[src/rtl/spim_pkg.sv]
package spim_pkg;

  typedef enum logic [2:0] {
    RA_CTRL = 3'd0,
    RA_BAUD = 3'd1,
    RA_TXB  = 3'd2,
    RA_RXB  = 3'd3,
    RA_IE   = 3'd4,
    RA_IFG  = 3'd5,
    RA_VEC  = 3'd6
  } reg_addr_e;

  localparam int VEC_W = 4;
  localparam logic [VEC_W-1:0] VEC_NONE = 4'd0;
  localparam logic [VEC_W-1:0] VEC_RX   = 4'd2;
  localparam logic [VEC_W-1:0] VEC_TX   = 4'd4;

  // interrupt enable / flag bit positions
  localparam int IRQ_RX  = 0;
  localparam int IRQ_TX  = 1;
  localparam int IRQ_OVR = 2;

endpackage

[src/rtl/spim_rstsync.sv]
module spim_rstsync #(
  parameter int STAGES = 2
) (
  input  logic clk,
  input  logic rst_n,
  output logic rst_sync_n
);
  logic [STAGES-1:0] sync_q;

  always_ff @(posedge clk or negedge rst_n) begin
    if (!rst_n) sync_q <= '0;
    else        sync_q <= {sync_q[STAGES-2:0], 1'b1};
  end

  assign rst_sync_n = sync_q[STAGES-1];
endmodule

[src/rtl/spim_baud.sv]
module spim_baud #(
  parameter int DIV_W = 16
) (
  input  logic             clk,
  input  logic             rst_n,
  input  logic             run,
  input  logic [DIV_W-1:0] div,
  output logic             bit_end,
  output logic             sclk_hi
);
  localparam logic [DIV_W-1:0] DIV_MIN = DIV_W'(2);

  logic [DIV_W-1:0] div_eff;
  logic [DIV_W-1:0] half;
  logic [DIV_W-1:0] cnt_q, cnt_d;

  assign div_eff = (div < DIV_MIN) ? DIV_MIN : div;
  assign half    = div_eff >> 1;
  assign bit_end = run && (cnt_q == div_eff - 1'b1);
  assign sclk_hi = run && (cnt_q >= half);

  always_comb begin
    cnt_d = cnt_q;
    if (!run || bit_end) cnt_d = '0;
    else                 cnt_d = cnt_q + 1'b1;
  end

  always_ff @(posedge clk or negedge rst_n) begin
    if (!rst_n) cnt_q <= '0;
    else        cnt_q <= cnt_d;
  end

  // counter never passes the end of a bit
  a_r4_cnt_in_range: assert property (@(posedge clk) disable iff (!rst_n)
    run |-> (cnt_q < div_eff));
endmodule

[src/rtl/spim_shift.sv]
module spim_shift #(
  parameter int FRAME_W = 8
) (
  input  logic               clk,
  input  logic               rst_n,
  input  logic               swrst,
  input  logic               wr_tx,
  input  logic [FRAME_W-1:0] wr_data,
  input  logic               bit_end,
  input  logic               miso,
  output logic               busy,
  output logic               mosi,
  output logic               load,
  output logic               rx_done,
  output logic [FRAME_W-1:0] rx_data
);
  localparam int CNT_W = (FRAME_W > 1) ? $clog2(FRAME_W) : 1;
  localparam logic [CNT_W-1:0] LAST = CNT_W'(FRAME_W - 1);

  logic [FRAME_W-1:0] hold_q, hold_d;
  logic               hold_full_q, hold_full_d;
  logic [FRAME_W-1:0] shreg_q, shreg_d;
  logic [CNT_W-1:0]   bitcnt_q, bitcnt_d;
  logic               busy_q, busy_d;
  logic               last_bit;

  assign last_bit = (bitcnt_q == LAST);
  assign load     = !swrst && hold_full_q && (!busy_q || (bit_end && last_bit));
  assign rx_done  = busy_q && bit_end && last_bit;
  assign rx_data  = {shreg_q[FRAME_W-2:0], miso};
  assign busy     = busy_q;
  assign mosi     = busy_q && shreg_q[FRAME_W-1];

  always_comb begin
    hold_d      = hold_q;
    hold_full_d = hold_full_q;
    shreg_d     = shreg_q;
    bitcnt_d    = bitcnt_q;
    busy_d      = busy_q;
    if (swrst) begin
      hold_full_d = 1'b0;
      busy_d      = 1'b0;
      bitcnt_d    = '0;
    end else begin
      if (load) begin
        shreg_d     = hold_q;
        bitcnt_d    = '0;
        busy_d      = 1'b1;
        hold_full_d = 1'b0;
      end else if (busy_q && bit_end) begin
        shreg_d  = {shreg_q[FRAME_W-2:0], miso};
        bitcnt_d = bitcnt_q + 1'b1;
        if (last_bit) busy_d = 1'b0;
      end
      if (wr_tx) begin
        hold_d      = wr_data;
        hold_full_d = 1'b1;
      end
    end
  end

  always_ff @(posedge clk or negedge rst_n) begin
    if (!rst_n) begin
      hold_q      <= '0;
      hold_full_q <= 1'b0;
      shreg_q     <= '0;
      bitcnt_q    <= '0;
      busy_q      <= 1'b0;
    end else begin
      hold_q      <= hold_d;
      hold_full_q <= hold_full_d;
      shreg_q     <= shreg_d;
      bitcnt_q    <= bitcnt_d;
      busy_q      <= busy_d;
    end
  end

  // soft reset idles the shifter
  a_r2_idle_in_reset: assert property (@(posedge clk) disable iff (!rst_n)
    swrst |=> !busy_q);
  // a pending byte follows the last bit with no idle gap
  a_r6_back_to_back: assert property (@(posedge clk) disable iff (!rst_n)
    (rx_done && hold_full_q && !swrst) |=> (busy_q && bitcnt_q == '0));
endmodule

[src/rtl/spim_irq.sv]
module spim_irq
  import spim_pkg::*;
(
  input  logic             clk,
  input  logic             rst_n,
  input  logic             swrst,
  input  logic             swrst_clr,
  input  logic             wr_tx,
  input  logic             load,
  input  logic             rx_done,
  input  logic             rd_rxbuf,
  input  logic             rd_vec,
  input  logic [1:0]       ie,
  output logic             rxifg,
  output logic             txifg,
  output logic             ovr,
  output logic [VEC_W-1:0] vec
);
  logic rxifg_q, rxifg_d, txifg_q, txifg_d, ovr_q, ovr_d;
  logic clr_rx, clr_tx;

  always_comb begin
    if (rxifg_q && ie[IRQ_RX])      vec = VEC_RX;
    else if (txifg_q && ie[IRQ_TX]) vec = VEC_TX;
    else                            vec = VEC_NONE;
  end

  assign clr_rx = rd_rxbuf || (rd_vec && vec == VEC_RX);
  assign clr_tx = rd_vec && (vec == VEC_TX);

  always_comb begin
    txifg_d = txifg_q;
    rxifg_d = rxifg_q;
    ovr_d   = ovr_q;
    if (swrst) begin
      txifg_d = swrst_clr;
      rxifg_d = 1'b0;
      ovr_d   = 1'b0;
    end else begin
      if (wr_tx)       txifg_d = 1'b0;
      else if (load)   txifg_d = 1'b1;
      else if (clr_tx) txifg_d = 1'b0;

      if (rx_done) begin
        rxifg_d = 1'b1;
        if (rxifg_q && !clr_rx) ovr_d = 1'b1;
      end else if (clr_rx) begin
        rxifg_d = 1'b0;
      end
      if (rd_rxbuf && !rx_done) ovr_d = 1'b0;
    end
  end

  always_ff @(posedge clk or negedge rst_n) begin
    if (!rst_n) begin
      txifg_q <= 1'b0;
      rxifg_q <= 1'b0;
      ovr_q   <= 1'b0;
    end else begin
      txifg_q <= txifg_d;
      rxifg_q <= rxifg_d;
      ovr_q   <= ovr_d;
    end
  end

  assign rxifg = rxifg_q;
  assign txifg = txifg_q;
  assign ovr   = ovr_q;

  // moving the holding byte into the shifter raises transmit-ready
  a_r5_ready_on_load: assert property (@(posedge clk) disable iff (!rst_n)
    (load && !wr_tx) |=> txifg_q);
  // a finished byte always leaves receive-complete set
  a_r7_rx_flag_set: assert property (@(posedge clk) disable iff (!rst_n)
    (rx_done && !swrst) |=> rxifg_q);
  // overrun only rises while a byte was already waiting
  a_r8_ovr_cause: assert property (@(posedge clk) disable iff (!rst_n)
    $rose(ovr_q) |-> $past(rxifg_q));
  // a vector read of the transmit code drops transmit-ready
  a_r10_vec_clears_tx: assert property (@(posedge clk) disable iff (!rst_n)
    (clr_tx && !wr_tx && !load && !swrst) |=> !txifg_q);
endmodule

[src/rtl/spim_top.sv]
module spim_top
  import spim_pkg::*;
#(
  parameter int FRAME_W = 8,
  parameter int DIV_W   = 16,
  parameter int BUS_W   = 16,
  parameter int ADDR_W  = 3
) (
  input  logic              clk,
  input  logic              rst_n,
  input  logic              bus_sel,
  input  logic              bus_wr,
  input  logic [ADDR_W-1:0] bus_addr,
  input  logic [BUS_W-1:0]  bus_wdata,
  output logic [BUS_W-1:0]  bus_rdata,
  output logic              sclk,
  input  logic              miso,
  output logic              mosi
);
  localparam logic [DIV_W-1:0] DIV_RESET = DIV_W'(2);

  logic rst_i_n;
  logic wr_en, rd_en;
  logic wr_ctrl, wr_baud, wr_tx, wr_ie, rd_rxbuf, rd_vec;
  logic swrst_q, swrst_d, swrst_clr;
  logic [DIV_W-1:0] baud_q, baud_d;
  logic [1:0] ie_q, ie_d;
  logic [FRAME_W-1:0] rxbuf_q, rxbuf_d;
  logic busy, load, rx_done, bit_end, sclk_hi;
  logic [FRAME_W-1:0] rx_data;
  logic rxifg, txifg, ovr;
  logic [VEC_W-1:0] vec;
  logic unused_wdata;

  spim_rstsync #(.STAGES(2)) i_rstsync (
    .clk(clk), .rst_n(rst_n), .rst_sync_n(rst_i_n)
  );

  assign wr_en     = bus_sel && bus_wr;
  assign rd_en     = bus_sel && !bus_wr;
  assign wr_ctrl   = wr_en && bus_addr == RA_CTRL;
  assign wr_baud   = wr_en && bus_addr == RA_BAUD;
  assign wr_tx     = wr_en && bus_addr == RA_TXB && !swrst_q;
  assign wr_ie     = wr_en && bus_addr == RA_IE;
  assign rd_rxbuf  = rd_en && bus_addr == RA_RXB;
  assign rd_vec    = rd_en && bus_addr == RA_VEC;
  assign swrst_clr = wr_ctrl && swrst_q && !bus_wdata[0];
  assign unused_wdata = ^bus_wdata;

  always_comb begin
    swrst_d = wr_ctrl ? bus_wdata[0] : swrst_q;
    baud_d  = wr_baud ? bus_wdata[DIV_W-1:0] : baud_q;
    ie_d    = wr_ie   ? bus_wdata[1:0] : ie_q;
    rxbuf_d = rx_done ? rx_data : rxbuf_q;
  end

  always_ff @(posedge clk or negedge rst_i_n) begin
    if (!rst_i_n) begin
      swrst_q <= 1'b1;
      baud_q  <= DIV_RESET;
      ie_q    <= '0;
      rxbuf_q <= '0;
    end else begin
      swrst_q <= swrst_d;
      baud_q  <= baud_d;
      ie_q    <= ie_d;
      rxbuf_q <= rxbuf_d;
    end
  end

  spim_baud #(.DIV_W(DIV_W)) i_baud (
    .clk(clk), .rst_n(rst_i_n), .run(busy), .div(baud_q),
    .bit_end(bit_end), .sclk_hi(sclk_hi)
  );

  spim_shift #(.FRAME_W(FRAME_W)) i_shift (
    .clk(clk), .rst_n(rst_i_n), .swrst(swrst_q), .wr_tx(wr_tx),
    .wr_data(bus_wdata[FRAME_W-1:0]), .bit_end(bit_end), .miso(miso),
    .busy(busy), .mosi(mosi), .load(load), .rx_done(rx_done),
    .rx_data(rx_data)
  );

  spim_irq i_irq (
    .clk(clk), .rst_n(rst_i_n), .swrst(swrst_q), .swrst_clr(swrst_clr),
    .wr_tx(wr_tx), .load(load), .rx_done(rx_done), .rd_rxbuf(rd_rxbuf),
    .rd_vec(rd_vec), .ie(ie_q), .rxifg(rxifg), .txifg(txifg), .ovr(ovr),
    .vec(vec)
  );

  assign sclk = sclk_hi;

  always_comb begin
    bus_rdata = '0;
    if (rd_en) begin
      unique case (bus_addr)
        RA_CTRL: bus_rdata = BUS_W'(swrst_q);
        RA_BAUD: bus_rdata = BUS_W'(baud_q);
        RA_RXB:  bus_rdata = BUS_W'(rxbuf_q);
        RA_IE:   bus_rdata = BUS_W'(ie_q);
        RA_IFG:  bus_rdata = BUS_W'({ovr, txifg, rxifg});
        RA_VEC:  bus_rdata = BUS_W'(vec);
        default: bus_rdata = '0;
      endcase
    end
  end

  // no bit clock while soft reset is held
  a_r2_no_sclk_in_reset: assert property (@(posedge clk) disable iff (!rst_i_n)
    swrst_q |=> !sclk);
  // clearing soft reset leaves transmit-ready set
  a_r3_ready_after_reset: assert property (@(posedge clk) disable iff (!rst_i_n)
    swrst_clr |=> txifg);
  // the receive buffer only changes on a completed byte
  a_r7_rxbuf_stable: assert property (@(posedge clk) disable iff (!rst_i_n)
    !rx_done |=> $stable(rxbuf_q));
endmodule

[config.mk]
export PLATFORM = sky130hd
export DESIGN_NAME = spim_top
export DESIGN_NICKNAME = d
export VERILOG_FILES = /design/src/rtl/spim_pkg.sv /design/src/rtl/spim_rstsync.sv /design/src/rtl/spim_baud.sv /design/src/rtl/spim_shift.sv /design/src/rtl/spim_irq.sv /design/src/rtl/spim_top.sv
export SDC_FILE = /design/constraint.sdc
export NUM_CORES = 1
export LEC_CHECK = 0
export ABC_AREA = 1
export BUFFER_PORTS_ARGS = -buffer_cell sky130_fd_sc_hd__buf_2
export CORE_UTILIZATION = 50
export DETAILED_ROUTE_END_ITERATION = 12
export PLACE_DENSITY = 0.78
export SLEW_MARGIN = 40
export SYNTH_ARGS = -nofsm -noshare
export SYNTH_HDL_FRONTEND = slang
export SYNTH_SLANG_ARGS = --single-unit
[constraint.sdc]
create_clock -name clk -period 5.5 [get_ports clk]
set_input_delay 0 -clock clk [delete_from_list [all_inputs] [get_ports clk]]
set_output_delay 0 -clock clk [all_outputs]
set_load 0.01 [all_outputs]
==> results.md <==
* Upper clock frequency limit at 285 MHz
* Input/output buffers at 41
* Commonest cells in the synthesized netlist: sky130_fd_sc_hd__nand2_1 (121), sky130_fd_sc_hd__inv_1 (88), sky130_fd_sc_hd__dfrtp_1 (67), sky130_fd_sc_hd__nor2_1 (67), sky130_fd_sc_hd__nand3_1 (33)
* Leakage at 0.00249 uW
* DRC errors left at 0
* Final slew viol count at 0
* Via count of the routed design at 3856
* IO Count at 42
* Count of TritonRoute iterations in the first routing pass at 5
* Sequence of cells on the critical path: nor2_2, nand2_1, nor2_1, nand2_2, nand2_1, inv_1, ha_1, xor2_1, nand2_1, nand2_1, nor2_1, nand4_1, nor2_1, nand3_1, nor2_2, nand3_1, o21bai_2, nand2_2, nand2_1, nand3_1, nand2_1
* Critical path peak fanout at 11
* Vias in the first global route at 3730
* Die Outline Area at 8840 um2
* Crit-path slowest cell: sky130_fd_sc_hd__dfrtp_1
* Type of element launching the critical path: flip-flop
* # Post-CTS Setup Buffers at 0
* Worst vdd rail ir drop at 0.214 mV
* Maximum number of pins on one net before global-route repair at 68
* Number of DRC violations after detailed-routing iteration 0 at 229
* Most area-hungry cell type in the Yosys netlist: sky130_fd_sc_hd__dfrtp_1
* DIE HEIGHT at 94.0 um
* Most common cell type on the critical path: sky130_fd_sc_hd__nand2_1
* Share of flip-flops with an asynchronous set or reset after synthesis at 100%
* Overall Global Routing Usage at 25.7%
* Number of failing setup endpoints in the final timing report at 0
* Sequential fraction of the synthesis area at 40.8%
* Count of clock tree sinks at 69
* Wire length per cell at 14.2 um
* Count of yosys warnings during synthesis at 0
* Inserted Clock Buffers at 9
* Data arrival time of the critical path at 3.80 ns
* Fin crit share at 63.8%
* Total negative setup slack at 0 ns
* Synthesized Nets at 601
* Final ANT Viol Nets at 0
* Cell count of the worst reg-to-reg path at 21
* Non-filler instance count after layout at 729
* Signed area change from the synthesized netlist to the final layout at 16.3%
* Crit path capture type: flip-flop
* GRT Residual Overflow at 0
* Largest stage delay on the critical path at 0.48 ns
* Placer's final routability congestion estimate at 0.884
* Result of the run: completed
* Worst Slack Setup Final at 1.99 ns
* Most instantiated flip-flop cell in the synthesis netlist: sky130_fd_sc_hd__dfrtp_1
* Unique masters post-synth at 42
* Hold-critical path depth at 4
* Clock tree buffer depth at 2
* Post-DP HPWL at 7410 um
* Count leader, synth: sky130_fd_sc_hd__nand2_1
* Summed instance area of the synthesized netlist at 4240 um2
* Hold violation count in the final report at 0
* Unrepaired setup endpoints after global routing: no
* Worst setup slack after placement at 2.07 ns
* Antenna violations before repair at 0
* PwrDens at 275 nW/um2
* Antenna diode count at 0
* Overall power consumption at 1360 uW
* Post-CTS sizing at 0
* Post-detailed-route via-to-cell ratio at 5.29
* Post-synth EDFFs at 0
* Final routed wirelength across all metal layers at 10400 um
* Class of the most critical hold timing path: in2reg
* Top cells by area, synth: sky130_fd_sc_hd__dfrtp_1 (40%), sky130_fd_sc_hd__nand2_1 (11%), sky130_fd_sc_hd__inv_1 (7.8%)
* Worst slew margin at 49.2%
* Core area at 8220 um2
* Shortest clock period the worst path allows after layout at 3.51 ns
* Post-Place Cells at 694
* Avg Synthesized Cell Area at 7.59 um2
* Reg clk slew, reported paths at 0.08 ns
* Total of max-cap violations at 0
* Count of standard-cell rows at 33
* Required time reported for the critical path endpoint at 5.79 ns
* Die width at 94.0 um
* Worst setup skew after layout at 0.0101 ns
* Starting density of the core at 51.5%
* Number of inserted filler cells in the final layout at 727
* Area share of the leading cell type in the synthesized netlist at 39.6%
* CTS HTree Levels at 3
* Register bit total from synthesis at 69
* Hold-fix buffer count after cts at 19
* Synthesized instance count at 558
* Path type of the worst setup path: reg2reg
* Ratio of cells with drive above 1 in the final layout at 14.3%
* Cell chosen for the clock root: sky130_fd_sc_hd__clkbuf_8
* Final layout net count at 662
* Wire length of the first global-routing pass at 17500 um
* Clock insertion delay at the later pin of the skew report at 0.35 ns
* Clock tree from TritonCTS: built
* Pin slew with the least headroom to its limit at 0.759 ns
-- state kept, by name, indices dropped and copies added (netlist names), 2 cells and up --
signal	flops
i_baud.cnt_q	16
i_shift.shreg_q	8
ie_q	2
rxbuf_q	8
i_rstsync.sync_q	2
i_shift.hold_q	8
baud_q	16
i_shift.bitcnt_q	3
-- worst paths after layout --
path,start,end,slack (ns)
max in group asynchronous,i_rstsync.sync_q[1]$_DFF_PN0_,i_shift.busy$_DFFE_PN0P_,4.71
max,baud_q[2]$_DFFE_PN0P_,i_shift.shreg_q[0]$_DFFE_PN0P_,1.99
min reg2reg,i_rstsync.sync_q[1]$_DFF_PN0_,rxbuf_q[5]$_DFFE_PN0P_,0.36
max reg2reg,baud_q[2]$_DFFE_PN0P_,i_shift.shreg_q[0]$_DFFE_PN0P_,1.99
min in group asynchronous,i_rstsync.sync_q[1]$_DFF_PN0_,rxbuf_q[5]$_DFFE_PN0P_,0.36
min,bus_addr[2],swrst_q$_DFFE_PN1P_,0.004
-- layer usage --
layer  GRT usage (%)  part of all wire (%)  vias to the layer above
met4            6.67                   1.1                        0
met2            44.2                    50                      104
met5               0                     0                        -
met3            4.61                   4.7                       12
li1                -                     -                     1909
met1            33.4                    44                     1831
-- per-stage QoR --
stage / cell area, um2 / utilization, % / hold slack, ns
3_5_place_dp: 4510 / 54.9 / -0.213
4_1_cts: 4920 / 59.9 / 0.000528
3_3_place_gp: 4510 / 54.9 / -0.215
2_1_floorplan: 4240 / - / -0.296
5_1_grt: 4920 / 59.9 / 0.00607
6_report: 4920 / 59.9 / 0.00430
-- kinds of logic after synthesis --
group,Yosys count,synth area share (%)
AOI/OAI and AO/OA,77,11.1
xor gates and xnor gates,22,4.87
adders and majority gates,19,5.61
buffers and inverters,100,9.54
DFF,69,40.8
other,1,0.0885
and+or+nand+nor,270,28.0
-- cell type report --
cell class	instances	area (um2)	share of cell area [%]
sequential	69	1730	35.1
multi-input combinational	389	2110	42.8
clock buffer	10	128	2.59
clock inverter	6	87.6	1.78
timing repair buffer	61	407	8.26
tap	105	131	2.67
inverter	89	334	6.78
-- placed cells by master (no fill, tap or decap), types with 2 or more instances in the layout --
cell / netlist / routed
sky130_fd_sc_hd__clkinv_2: 0 / 2
sky130_fd_sc_hd__dfrtp_1: 67 / 66
sky130_fd_sc_hd__nand2_1: 121 / 120
sky130_fd_sc_hd__dlygate4sd3_1: 0 / 19
sky130_fd_sc_hd__clkbuf_8: 0 / 9
sky130_fd_sc_hd__or2_2: 2 / 3
sky130_fd_sc_hd__nor3b_1: 8 / 8
sky130_fd_sc_hd__o21ai_0: 26 / 26
sky130_fd_sc_hd__nand2_2: 3 / 4
sky130_fd_sc_hd__dfstp_2: 2 / 2
sky130_fd_sc_hd__clkinv_4: 0 / 2
sky130_fd_sc_hd__bufinv_16: 0 / 2
sky130_fd_sc_hd__a22oi_1: 5 / 5
sky130_fd_sc_hd__ha_1: 19 / 19
sky130_fd_sc_hd__a21oi_2: 2 / 2
sky130_fd_sc_hd__xor2_1: 16 / 16
sky130_fd_sc_hd__nor3_1: 18 / 18
sky130_fd_sc_hd__nor2_1: 67 / 66
sky130_fd_sc_hd__buf_2: 1 / 41
sky130_fd_sc_hd__nor2_2: 4 / 5
sky130_fd_sc_hd__nand3_1: 33 / 33
sky130_fd_sc_hd__nand3_2: 2 / 2
sky130_fd_sc_hd__nand4_1: 8 / 8
sky130_fd_sc_hd__a31oi_1: 2 / 2
sky130_fd_sc_hd__nand4_2: 2 / 2
sky130_fd_sc_hd__xnor2_1: 5 / 5
sky130_fd_sc_hd__a21oi_1: 24 / 24
sky130_fd_sc_hd__inv_1: 88 / 88
sky130_fd_sc_hd__o21ai_2: 9 / 9
-- critical path, delay by kind of cell, from the launching register on --
family                     cells  cell delay, ns
AOI/OAI and AO/OA              1            0.43
and+or+nand+nor               17            2.05
buffers and inverters          1            0.06
adders and majority gates      1            0.23
DFF                            1            0.48
xor gates and xnor gates       1            0.19
-- power breakdown --
part	leakage (uW)	switching (uW)	internal (uW)	total, uW
combinational	0.00149	178	109	286
clock	0.000110	206	256	461
sequential	0.000897	53.2	554	608
No activity file was read; power rests on OpenSTA's default activity.
